==> src/rtl/mbadd_pkg.sv <==
package mbadd_pkg;

    parameter int DATA_W = 4;
    parameter int SEL_W  = 4;
    parameter int FN_W   = 4;
    parameter int LAT_N  = 3;

    typedef struct packed {
        logic lat3_oe_n;
        logic lat3_gate;
        logic lat2_oe_n;
        logic lat2_gate;
        logic lat1_oe_n;
        logic lat1_gate;
        logic bus_we2;
        logic bus_we1;
        logic in_oe;
    } ctl_word_t;

    typedef enum logic [3:0] {
        ST_IDLE   = 4'd0,
        ST_LOAD_A = 4'd1,
        ST_CAPT_A = 4'd2,
        ST_LOAD_B = 4'd3,
        ST_CAPT_B = 4'd4,
        ST_SUM    = 4'd5,
        ST_CAPT_R = 4'd6,
        ST_SHOW   = 4'd7
    } step_e;

    typedef enum logic [3:0] {
        FN_ADD   = 4'd0,
        FN_SUB   = 4'd1,
        FN_AND   = 4'd2,
        FN_OR    = 4'd3,
        FN_XOR   = 4'd4,
        FN_PASSA = 4'd5,
        FN_PASSB = 4'd6,
        FN_NOTA  = 4'd7
    } alu_fn_e;

endpackage

==> src/rtl/mbadd_ctl_store.sv <==
module mbadd_ctl_store
    import mbadd_pkg::*;
#(
    parameter int SW = SEL_W
) (
    input  logic [SW-1:0] step_sel,
    output ctl_word_t     ctl
);

    localparam int LISTED = 8;

    // Baseline for every listed step: no writes, all outputs disabled.
    ctl_word_t quiet;
    always_comb begin
        quiet           = '0;
        quiet.lat1_oe_n = 1'b1;
        quiet.lat2_oe_n = 1'b1;
        quiet.lat3_oe_n = 1'b1;
    end

    always_comb begin
        ctl = '0;
        if (int'(step_sel) < LISTED) begin
            ctl = quiet;
            unique case (step_e'(step_sel[3:0]))
                ST_IDLE: begin
                end
                ST_LOAD_A, ST_LOAD_B: begin
                    ctl.in_oe   = 1'b1;
                    ctl.bus_we1 = 1'b1;
                end
                ST_CAPT_A: ctl.lat1_gate = 1'b1;
                ST_CAPT_B: ctl.lat2_gate = 1'b1;
                ST_SUM: begin
                    ctl.bus_we2   = 1'b1;
                    ctl.lat1_oe_n = 1'b0;
                    ctl.lat2_oe_n = 1'b0;
                end
                ST_CAPT_R: begin
                    ctl.lat3_gate = 1'b1;
                    ctl.lat3_oe_n = 1'b0;
                end
                ST_SHOW: ctl.lat3_oe_n = 1'b0;
                default: ctl = '0;
            endcase
        end
    end

endmodule

==> src/rtl/mbadd_bus.sv <==
module mbadd_bus #(
    parameter int DW    = 4,
    parameter int N_SRC = 2
) (
    input  logic                       clk,
    input  logic                       rst,
    input  logic [N_SRC-1:0]           we,
    input  logic [N_SRC-1:0][DW-1:0]   src,
    output logic [DW-1:0]              bus_q
);

    logic [DW-1:0] bus_d;
    logic          any_we;

    // Lowest-numbered asserted source wins.
    always_comb begin
        bus_d  = bus_q;
        any_we = 1'b0;
        for (int i = N_SRC - 1; i >= 0; i--) begin
            if (we[i]) begin
                bus_d  = src[i];
                any_we = 1'b1;
            end
        end
    end

    always_ff @(posedge clk) begin
        if (rst) begin
            bus_q <= '0;
        end else if (any_we) begin
            bus_q <= bus_d;
        end
    end

endmodule

==> src/rtl/mbadd_latch.sv <==
module mbadd_latch #(
    parameter int DW = 4
) (
    input  logic          clk,
    input  logic          rst,
    input  logic          gate,
    input  logic          oe_n,
    input  logic [DW-1:0] d,
    output logic [DW-1:0] q,
    output logic [DW-1:0] y
);

    always_ff @(posedge clk) begin
        if (rst) begin
            q <= '0;
        end else if (gate) begin
            q <= d;
        end
    end

    always_comb begin
        y = oe_n ? '0 : q;
    end

endmodule

==> src/rtl/mbadd_alu.sv <==
module mbadd_alu
    import mbadd_pkg::*;
#(
    parameter int DW = DATA_W,
    parameter int FW = FN_W
) (
    input  logic [DW-1:0] a,
    input  logic [DW-1:0] b,
    input  logic [FW-1:0] fn,
    output logic [DW-1:0] f
);

    logic [DW:0] wide_sum;
    logic [DW:0] wide_dif;

    always_comb begin
        wide_sum = {1'b0, a} + {1'b0, b};
        wide_dif = {1'b0, a} - {1'b0, b};
        f = '0;
        case (fn)
            FN_ADD:   f = wide_sum[DW-1:0];
            FN_SUB:   f = wide_dif[DW-1:0];
            FN_AND:   f = a & b;
            FN_OR:    f = a | b;
            FN_XOR:   f = a ^ b;
            FN_PASSA: f = a;
            FN_PASSB: f = b;
            FN_NOTA:  f = ~a;
            default:  f = '0;
        endcase
    end

endmodule

==> src/rtl/mbadd_top.sv <==
module mbadd_top
    import mbadd_pkg::*;
#(
    parameter int DW = DATA_W,
    parameter int SW = SEL_W,
    parameter int FW = FN_W
) (
    input  logic          clk,
    input  logic          rst,
    input  logic [DW-1:0] din,
    input  logic [SW-1:0] step_sel,
    input  logic [FW-1:0] alu_fn,
    output logic [DW-1:0] result
);

    localparam int N_SRC = 2;
    localparam int N_LAT = LAT_N;

    ctl_word_t                  ctl;
    logic [DW-1:0]              in_drv;
    logic [DW-1:0]              alu_f;
    logic [DW-1:0]              bus_q;
    logic [N_SRC-1:0]           bus_we;
    logic [N_SRC-1:0][DW-1:0]   bus_src;
    logic [N_LAT-1:0]           lat_gate;
    logic [N_LAT-1:0]           lat_oe_n;
    logic [N_LAT-1:0][DW-1:0]   lat_q;
    logic [N_LAT-1:0][DW-1:0]   lat_y;

    mbadd_ctl_store #(.SW(SW)) u_store (
        .step_sel (step_sel),
        .ctl      (ctl)
    );

    // Input buffer: presents the switches only while enabled.
    always_comb begin
        in_drv = ctl.in_oe ? din : '0;
    end

    always_comb begin
        bus_we     = {ctl.bus_we2, ctl.bus_we1};
        bus_src[0] = in_drv;
        bus_src[1] = alu_f;
        lat_gate   = {ctl.lat3_gate, ctl.lat2_gate, ctl.lat1_gate};
        lat_oe_n   = {ctl.lat3_oe_n, ctl.lat2_oe_n, ctl.lat1_oe_n};
    end

    mbadd_bus #(.DW(DW), .N_SRC(N_SRC)) u_bus (
        .clk   (clk),
        .rst   (rst),
        .we    (bus_we),
        .src   (bus_src),
        .bus_q (bus_q)
    );

    for (genvar i = 0; i < N_LAT; i++) begin : g_lat
        mbadd_latch #(.DW(DW)) u_lat (
            .clk  (clk),
            .rst  (rst),
            .gate (lat_gate[i]),
            .oe_n (lat_oe_n[i]),
            .d    (bus_q),
            .q    (lat_q[i]),
            .y    (lat_y[i])
        );
    end

    mbadd_alu #(.DW(DW), .FW(FW)) u_alu (
        .a  (lat_y[0]),
        .b  (lat_y[1]),
        .fn (alu_fn),
        .f  (alu_f)
    );

    always_comb begin
        result = lat_y[N_LAT-1];
    end

endmodule

==> config.mk <==
export PLATFORM = sky130hd
export DESIGN_NAME = mbadd_top
export DESIGN_NICKNAME = d
export VERILOG_FILES = /design/src/rtl/mbadd_pkg.sv /design/src/rtl/mbadd_ctl_store.sv /design/src/rtl/mbadd_bus.sv /design/src/rtl/mbadd_latch.sv /design/src/rtl/mbadd_alu.sv /design/src/rtl/mbadd_top.sv
export SDC_FILE = /design/constraint.sdc
export NUM_CORES = 1
export LEC_CHECK = 0
export ABC_AREA = 0
export CORE_UTILIZATION = 45
export DETAILED_ROUTE_END_ITERATION = 8
export GPL_ROUTABILITY_DRIVEN = 0
export GPL_TIMING_DRIVEN = 0
export PLACE_DENSITY = 0.63
export SYNTH_ARGS = -nofsm -noshare
export SYNTH_HDL_FRONTEND = slang
export SYNTH_SLANG_ARGS = --single-unit
==> constraint.sdc <==
create_clock -name clk -period 6.15 [get_ports clk]
set_clock_uncertainty 0.05 [all_clocks]
set_input_delay 0.615 -clock clk [delete_from_list [all_inputs] [get_ports clk]]
set_output_delay 0.615 -clock clk [all_outputs]
set_load 0.1 [all_outputs]
=== Word-level counts from Yosys, hierarchy flattened ===
Index checks and enable logic that the tools add are counted.

* Word-level logic and storage cells: 49
* Bits in registers: 16
* Bits of input ports: 14
* Output and inout bits: 4

* Bitwise gates (word level): 4
* Eq/ne operators: 14
* $lt $le $gt $ge: 1
* Mux-type cells: 17
* Add/subtract/negate cells: 2
* Reduce and logical (&&, ||, !) cells: 7

{| class="wikitable"
|+ Operators by type and width
! operator !! count
|-
| 4-bit by 3-bit == test with 1-bit output, second input constant || 8
|-
| 4-bit case mux with 8 select lines || 1
|-
| 4-bit two-way mux || 6
|-
| 4-bit by 2-bit == test with 1-bit output, second input constant || 4
|-
| 9-bit two-way mux || 1
|-
| 4-bit by 1-bit == test with 1-bit output, second input constant || 2
|-
| 4-bit logical NOT || 2
|-
| 1-bit two-way mux || 8
|-
| 7-bit OR reduction || 1
|-
| 6-bit OR reduction || 1
|-
| 4-bit adder || 1
|-
| 4-bit bitwise AND || 1
|-
| 4-bit less-than comparator, second input constant || 1
|-
| 4-bit inverter || 1
|-
| 4-bit OR || 1
|-
| 4-bit subtractor || 1
|-
| 4-bit bitwise XOR || 1
|-
| 2-bit two-way mux || 1
|-
| 2-bit AND reduction || 1
|-
| 2-bit nonzero test || 1
|-
| 2-bit OR reduction || 1
|}

=== Depth between registers and ports, before layout ===
Gate-level depths: netlist of the first run.

* Depth in word-level cells: 9
* Depth in mapped cells: 14
* Mapped depth without buffers: 14

=== By module ===
Synthesis of the first run repeated with hierarchy kept, for this count alone.

* Cell total of the unflattened synthesis: 150
* Area total of the unflattened synthesis: 1398.8 µm²

{| class="wikitable"
|+ By module, submodules not included
! module !! cells an instance !! instances !! area an instance (µm²) !! sequential area each (µm²)
|-
| mbadd_alu || 67 || 1 || 589.3 || 0.0
|-
| mbadd_latch || 17 || 3 || 171.4 || 80.1
|-
| mbadd_bus || 18 || 1 || 190.2 || 80.1
|-
| mbadd_ctl_store || 10 || 1 || 80.1 || 0.0
|-
| mbadd_top || 4 || 1 || 25.0 || 0.0
|}

=== Worst setup path before layout of the first run ===
Ideal clock, no wire load.

* Path type: input port to flip-flop
* From: in step_sel[1]
* To: reg u_bus.bus_q[1]
* Setup time: 86 ps
* Data required time: 6014 ps
* Slack: 3210 ps
* Path buffers: 0
* Arrival time: 2805 ps
* Stages: 12
* Path through: and3b_4 or2_4 and2_1 inv_1 ha_1 nand2_1 o21ai_0 fa_1 o22a_1 o311ai_1 a211oi_1 a211oi_1

* Word-level cells in the longest chain between the ends: 9
* Elaborated cells between the ends (all ways): 31
* Those cells by class: add/sub (2); order compare (1); eq/ne (7); mux (12); bitwise (4); reduce/logical (5)

{| class="wikitable"
|+ Ends and longest elaborated chain
! item !! line !! source
|-
| from (decl) || mbadd_top.sv:11 || <nowiki>input logic [SW-1:0] step_sel,</nowiki>
|-
| 4-bit by 3-bit == test with 1-bit output, or another cell as far along || mbadd_ctl_store.sv:25 || <nowiki>unique case (step_e'(step_sel[3:0]))</nowiki>
|-
| 7-bit OR reduction (no line) || n/a ||
|-
| 1-bit two-way mux || mbadd_ctl_store.sv:25 ||
|-
| 9-bit two-way mux (*) || mbadd_ctl_store.sv:23 || <nowiki>if (int'(step_sel) < LISTED) begin</nowiki>
|-
| 4-bit two-way mux || mbadd_latch.sv:22 || <nowiki>y = oe_n ? '0 : q;</nowiki>
|-
| 4-bit subtractor, or another cell as far along || mbadd_alu.sv:18 || <nowiki>wide_dif = {1'b0, a} - {1'b0, b};</nowiki>
|-
| 4-bit case mux with 8 select lines || mbadd_alu.sv:20 || <nowiki>case (fn)</nowiki>
|-
| 4-bit two-way mux (2 in a row) || mbadd_bus.sv:20 || <nowiki>if (we[i]) begin</nowiki>
|-
| to (signal assigned) || mbadd_bus.sv:31 || <nowiki>bus_q <= bus_d;</nowiki>
|-
| to (decl) || mbadd_bus.sv:9 || <nowiki>output logic [DW-1:0] bus_q</nowiki>
|}

Every way passes the cells marked *; elsewhere a longest branch is shown, timed or not. The select of a mux whose other input is x is not followed.
A chain may end at the register's enable or synchronous reset.

=== Worst setup path after layout of the first run ===
* From: in step_sel[0]
* To: reg u_bus.bus_q[1]

The elaborated chain is that of the path after synthesis.

==> metrics.md, run 1 <==
| Metric | Value |
|---|---|
| Maxcap violations | 0 |
| Syn Area/Cell | 8.27 um2 |
| I/O pin cnt | 18 |
| Xor/xnor share of the synthesized area | 4.61% |
| GR Util All Layers | 22.1% |
| IO buf count | 17 |
| Die Wd | 56.4 um |
| H-tree levels | 1 |
| Clk slew on worst S/H paths | ~0.09 ns |
| Cts hold-fix bufs | 0 |
| Post-synthesis mux area share | 9.02% |
| Die Ht | 56.4 um |
| Unrepaired setup endpoints after global routing | false |
| Simple-Gate Fraction of Synth Area | 22.8% |
| Kind of critical path | input pin to flip-flop |
| Reg2reg end | u_bus.bus_q[1]$_SDFFE_PP0P_ |
| Drc violations | 0 |
| Ys Warns | 0 |
| Initial Util | 47.9% |
| Worst Hold Path EP | g_lat[2].u_lat.q[0]$_SDFFE_PP0P_ |
| DR WL/cell | 14.9 um |
| CTS tree | done |
| Rows | 19 |
| Compound-gate portion of the synthesized area | 20.6% |
| Slew @ Worst Pin | between 0.9 and 1 ns |
| Ant diodes | 0 |
| HP Class | flip-flop to flip-flop |
| Logic pwr share | 19.9% |
| Async set-reset flop share out of synthesis | 0% |
| First-pass GRT wire length | 5570 um |
| Primary FF master, synth | dfxtp_1 |
| Most frequent cells in the layout | clkdlybuf4s50_1, nor2_1, dfxtp_1, inv_1 |
| Pwr Density | ~140 mW/mm2 |
| Setup Total Neg Slack | 0 ns |
| Routed Antenna Nets | 0 |
| Synth Instances | 161 |
| Fmax | about 290 MHz |
| Worst R2R Path Depth | 10 |
| Status | finished, final reports clean |
| Vias per std cell | 5.89 |
| Clock power share | 31.0% |
| Adder-Cell Fraction of Synth Area | between 10% and 20% |
| Die Footprint | 0.00318 mm2 |
| Worst hold start | g_lat[2].u_lat.q[0]$_SDFFE_PP0P_ |
| Critical Path End Type | flip-flop |
| Post-CTS sizing | 0 |
| Layout area overhead | 18.4% |
| Reg2Reg Setup Slack | 3.65 ns |
| Initial antenna violation count | 0 |
| Core footprint | between 0.002 and 0.003 mm2 |
| Via count | 1255 |
| Post-synth EDFFs | 0 |
| Hold Path Depth | 2 |
| P_leak | just over 0.6 nW |
| CTS Buffer Depth | 2 |
| Post-Syn Area | 0.00133 mm2 |
| Slew Limit Headroom | 35.4% |
| GR Overflow Total | 0 |
| Synth unique cells | 45 |
| Net Count, Synth | 188 |
| Layout Nets | 210 |
| Pre-CTS setup slack | 2.36 ns |
| FF-to-FF Start | g_lat[1].u_lat.q[0]$_SDFFE_PP0P_ |
| Most common cell after layout, fill and taps aside | clkdlybuf4s50_1 |
| Setup violations, final | 0 |
| Critical Path Source Type | input pin |
| Num Clock Sinks | 16 |
| Sw Pwr | about 0.059 mW |
| Final hold vios | 0 |
| Min Tclk post-route | 3.50 ns |
| Final setup margin | around 2.6 ns |
| Total CTS buffers | 3 |
| Wirelength, routed | 3180 um |
| Initial DRT Pass Iterations | 4 |
| Final core area utilization | 56.7% |
| Maximum vdd drop | 0.206 mV |
| Setup Fix Bufs, Post-CTS | 0 |
| Final worst-path cycle share | 57.0% |
| Worst EP arrival | about 3.7 ns |
| Reg power frac | 49.1% |
| Yosys reg bits | 16 |
| Largest family of logic cells by synthesized area | simple AND/OR/NAND/NOR gates |
| Internal Dissipation | 0.161 mW |
| Clock Latency Late Sink | 0.28 ns |
| Clock root buffer | clkbuf_4 |
| Drt first-iter violations | 49 |
| Worst Path Required | 6.30 ns |
| Vias in the first global route | 1213 |
| Largest net degree at the start of global routing | 11 |
| Sequential area share after synthesis | around 24% |
| Sw frac | 26.6% |
| Share of layout cells above drive strength 1 | 7.14% |
| Final Max Tran Viols | 0 |
| DP HPWL | 2560 um |
| CP max FO | 6 |
## stage by stage
| stage | total power [mW] | hold slack (ns) | cells | cell area (um2) |
|---|---|---|---|---|
| finish | 0.220 | 0.447 | 213 | 1580 |
| global route | 0.232 | 0.495 | 213 | 1580 |
| CTS | 0.222 | 0.451 | 213 | 1580 |
| detailed placement | 0.153 | 0.430 | 209 | 1540 |
| global placement | 0.153 | 0.417 | 209 | 1540 |
| floorplan | 0.135 | 0.402 | 161 | 1330 |
## synth_stat cells (3+ instances only)
cell,count,area share [%]
inv_1,15,4.2
mux2i_1,12,9.0
ha_1,12,11
xnor2_1,6,3.9
o21ai_0,11,4.1
a211oi_1,4,2.3
dfxtp_1,16,24
nand2_1,8,2.3
a21oi_1,5,1.9
nor2b_1,8,3.8
a221oi_1,3,2.0
nor2_1,16,4.5
a22oi_1,3,1.7
nor3_1,3,1.1
o21ai_1,3,1.1
## flip-flops by register name, summed over array words and instances (netlist names)
| signal | flops |
|---|---|
| g_lat.u_lat.q | 12 |
| u_bus.bus_q | 4 |
## worst max-delay path by stage
stage                start                           to  slack [ns]
5_1_grt        step_sel[0]  u_bus.bus_q[1]$_SDFFE_PP0P_        2.44
4_1_cts        step_sel[0]  u_bus.bus_q[1]$_SDFFE_PP0P_        2.66
2_1_floorplan  step_sel[1]  u_bus.bus_q[1]$_SDFFE_PP0P_        3.21
3_5_place_dp   step_sel[0]  u_bus.bus_q[1]$_SDFFE_PP0P_        2.36
3_3_place_gp   step_sel[1]  u_bus.bus_q[1]$_SDFFE_PP0P_        2.39
6_report       step_sel[0]  u_bus.bus_q[1]$_SDFFE_PP0P_        2.65
## cells by family after synthesis
family	Yosys count
flops	16
xor+xnor	7
mux	12
simple gates	52
buf+inv	20
fa+ha+maj	13
compound gates	41
## cell type report
type	instances	area, um2
Buffer	5	25.0
Clock buffer	4	36.3
Fill cell	278	1200
Inverter	15	56.3
Multi-Input combinational cell	125	930
Sequential cell	16	320
Tap cell	31	38.8
Timing Repair Buffer	17	170
## critical path, cell delays in order
cell and delay [ns]:
clkdlybuf4s50_1 0.63, and3b_4 0.29, or2_4 0.17, and2_1 0.20, inv_1 0.08, ha_1 0.27
nand2_1 0.05, o21ai_0 0.13, fa_1 0.49, o22a_1 0.22, o311ai_1 0.23, a211oi_1 0.09
a211oi_1 0.20
## per-layer routing
metal  vias to the layer above  wire, um  GRT usage [%]
li1                        616         -              -
met1                       600      1560           31.5
met2                        39      1440           35.7
met3                         0       177           4.38
met4                         0         0           2.09
met5                         -         0              0
## power by group through the flow
stage | Clock [mW] | Sequential [mW] | Combinational (mW)
3_3_place_gp | 0 | 0.110 | 0.0426
6_report | 0.0681 | 0.108 | 0.0438
3_5_place_dp | 0 | 0.110 | 0.0432
2_1_floorplan | 0 | 0.110 | 0.0254
4_1_cts | 0.0702 | 0.108 | 0.0434
5_1_grt | 0.0763 | 0.108 | 0.0478
Note: power is estimated with default switching activity, not from simulation.
==> run 2, diff against run 1 <==
- PLACE_DENSITY: 0.63 -> 0.66
- clock period: 6.15 -> 2.9 ns (I/O delays scaled with it)
==> metrics.md, run 2 (synthesis results as in run 1) <==
| Metric | Value |
|---|---|
| Status | finished, final reports clean |
| Drt first-iter violations | 30 |
| CP max FO | 10 |
| Critical Path Source Type | input pin |
| Fill cells | 270 |
| Min Tclk post-route | 2.79 ns |
| Worst R2R Path Depth | 10 |
| Ant diodes | 0 |
| H-tree levels | 1 |
| Slew Limit Headroom | about 36% |
| P_leak | between 0.6 and 0.7 nW |
| Total chip power | 0.470 mW |
| Max FFs per register | 12 |
| Clk slew on worst S/H paths | 0.09 ns |
| Wirelength, routed | ~3200 um |
| Min Hold Slack | ~0.43 ns |
| Total CTS buffers | 3 |
| Biggest regs | g_lat.u_lat.q: 12 flops, u_bus.bus_q: 4 flops |
| First-pass GRT wire length | 5570 um |
| Via count | roughly 1.2k |
| Die Ht | 56.4 um |
| DP HPWL | ~2600 um |
| Core footprint | 0.00278 mm2 |
| Routed Antenna Nets | 0 |
| Reg2Reg Setup Slack | 0.45 ns |
| Maxcap violations | 0 |
| Initial DRT Pass Iterations | 4 |
| Fmax | about 360 MHz |
| Placed inst area | roughly 0.0015 mm2 |
| Initial Util | a little under half |
| Met2 routed WL | roughly 1500 um |
| Vias per std cell | 5.81 |
| CTS tree | done |
| Critical Path End Type | output port |
| DR WL/cell | 15.1 um |
| GR Util All Layers | 22.3% |
| Share of layout cells above drive strength 1 | 12.0% |
| Final Cell Area | 0.00159 mm2 |
| Met3 routed WL | between 150 and 200 um |
| Maximum vdd drop | 0.362 mV |
| Biggest register | g_lat.u_lat.q |
| Unrepaired setup endpoints after global routing | false |
| Vias in the first global route | approximately 1.3k |
| Initial antenna violation count | 0 |
| Clock Latency Late Sink | roughly 0.29 ns |
| Most frequent cells in the layout | nor2_1, dfxtp_1, inv_1, clkdlybuf4s50_1 |
| Worst Path Required | 2.56 ns |
| Placed Cells | 209 |
| I/O pin cnt | 18 |
| Drc violations | 0 |
| Kind of critical path | input pin to output port |
| Final Max Tran Viols | 0 |
| IO buf count | 17 |
| Cts hold-fix bufs | 0 |
| Final hold vios | 0 |
| Setup violations, final | 0 |
| Die Footprint | 0.00318 mm2 |
| Layout Nets | around 210 |
| Hold Path Depth | 4 |
| GR Overflow Total | 0 |
| Slew @ Worst Pin | 0.964 ns |
| CTS Buffer Depth | 2 |
| Fin cells | roughly 210 |
| Worst EP arrival | 2.45 ns |
| HP Class | input pin to flip-flop |
| Final worst-path cycle share | 96.2% |
| Num Clock Sinks | 16 |
| Largest net degree at the start of global routing | 11 |
| Pwr Density | around 300 mW/mm2 |
| Rows | 19 |
| Layout area overhead | 19.6% |
| DRT met1 WL | 1500 um |
| Clock root buffer | clkbuf_4 |
| Die Wd | 56.4 um |
| Top sig layer | met4 |
## run 2: through the flow
step                utilization, %  setup WS [ns]  TNS, ns
global route                  57.3       0.000296        0
finish                        57.3          0.109        0
detailed placement            55.4         -0.613    -1.69
CTS                           56.8        0.00847        0
floorplan                        -          0.285        0
global placement              55.4         -0.521    -1.46
## run 2: final timing paths
check / to / start
setup / recovery: result[0] / step_sel[3]
hold / removal: g_lat[1].u_lat.q[3]$_SDFFE_PP0P_ / step_sel[1]
setup reg to reg: u_bus.bus_q[1]$_SDFFE_PP0P_ / g_lat[1].u_lat.q[1]$_SDFFE_PP0P_
hold reg to reg: g_lat[2].u_lat.q[3]$_SDFFE_PP0P_ / g_lat[2].u_lat.q[3]$_SDFFE_PP0P_
## run 2: layout make-up
| class | instances | area, um2 | area share [%] |
|---|---|---|---|
| multi-input combinational | 125 | 947 | 59.5 |
| timing repair buffer | 18 | 169 | 10.6 |
| inverter | 15 | 56.3 | 3.53 |
| sequential | 16 | 320 | 20.1 |
| tap | 31 | 38.8 | 2.44 |
| buffer | 5 | 25.0 | 1.57 |
| clock buffer | 4 | 36.3 | 2.28 |
## run 2: timing repair
item	in CTS	in global routing
pin swaps	0	2
setup buffers	1	0
resized for setup	3	12
endpoints found under the setup margin	3	4
## run 2: power breakdown
part	total [mW]	internal [mW]	leakage (nW)	switching [mW]
clock network	0.148	0.0766	0.0210	0.0711
registers	0.229	0.224	0.129	0.00441
logic	0.0940	0.0405	0.495	0.0535
## run 2: layer usage
| metal | global-route usage, % | up-vias |
|---|---|---|
| li1 | - | 623 |
| met5 | 0 | - |
| met3 | 5.30 | 9 |
| met2 | 35.4 | 36 |
| met1 | 29.5 | 576 |
| met4 | 8.01 | 0 |
## run 2: critical path, cell delays in order
cell and delay, ns:
clkdlybuf4s50_1 0.49, buf_2 0.26, a21oi_1 0.14, nor2b_1 0.13, clkdlybuf4s50_1 1.13
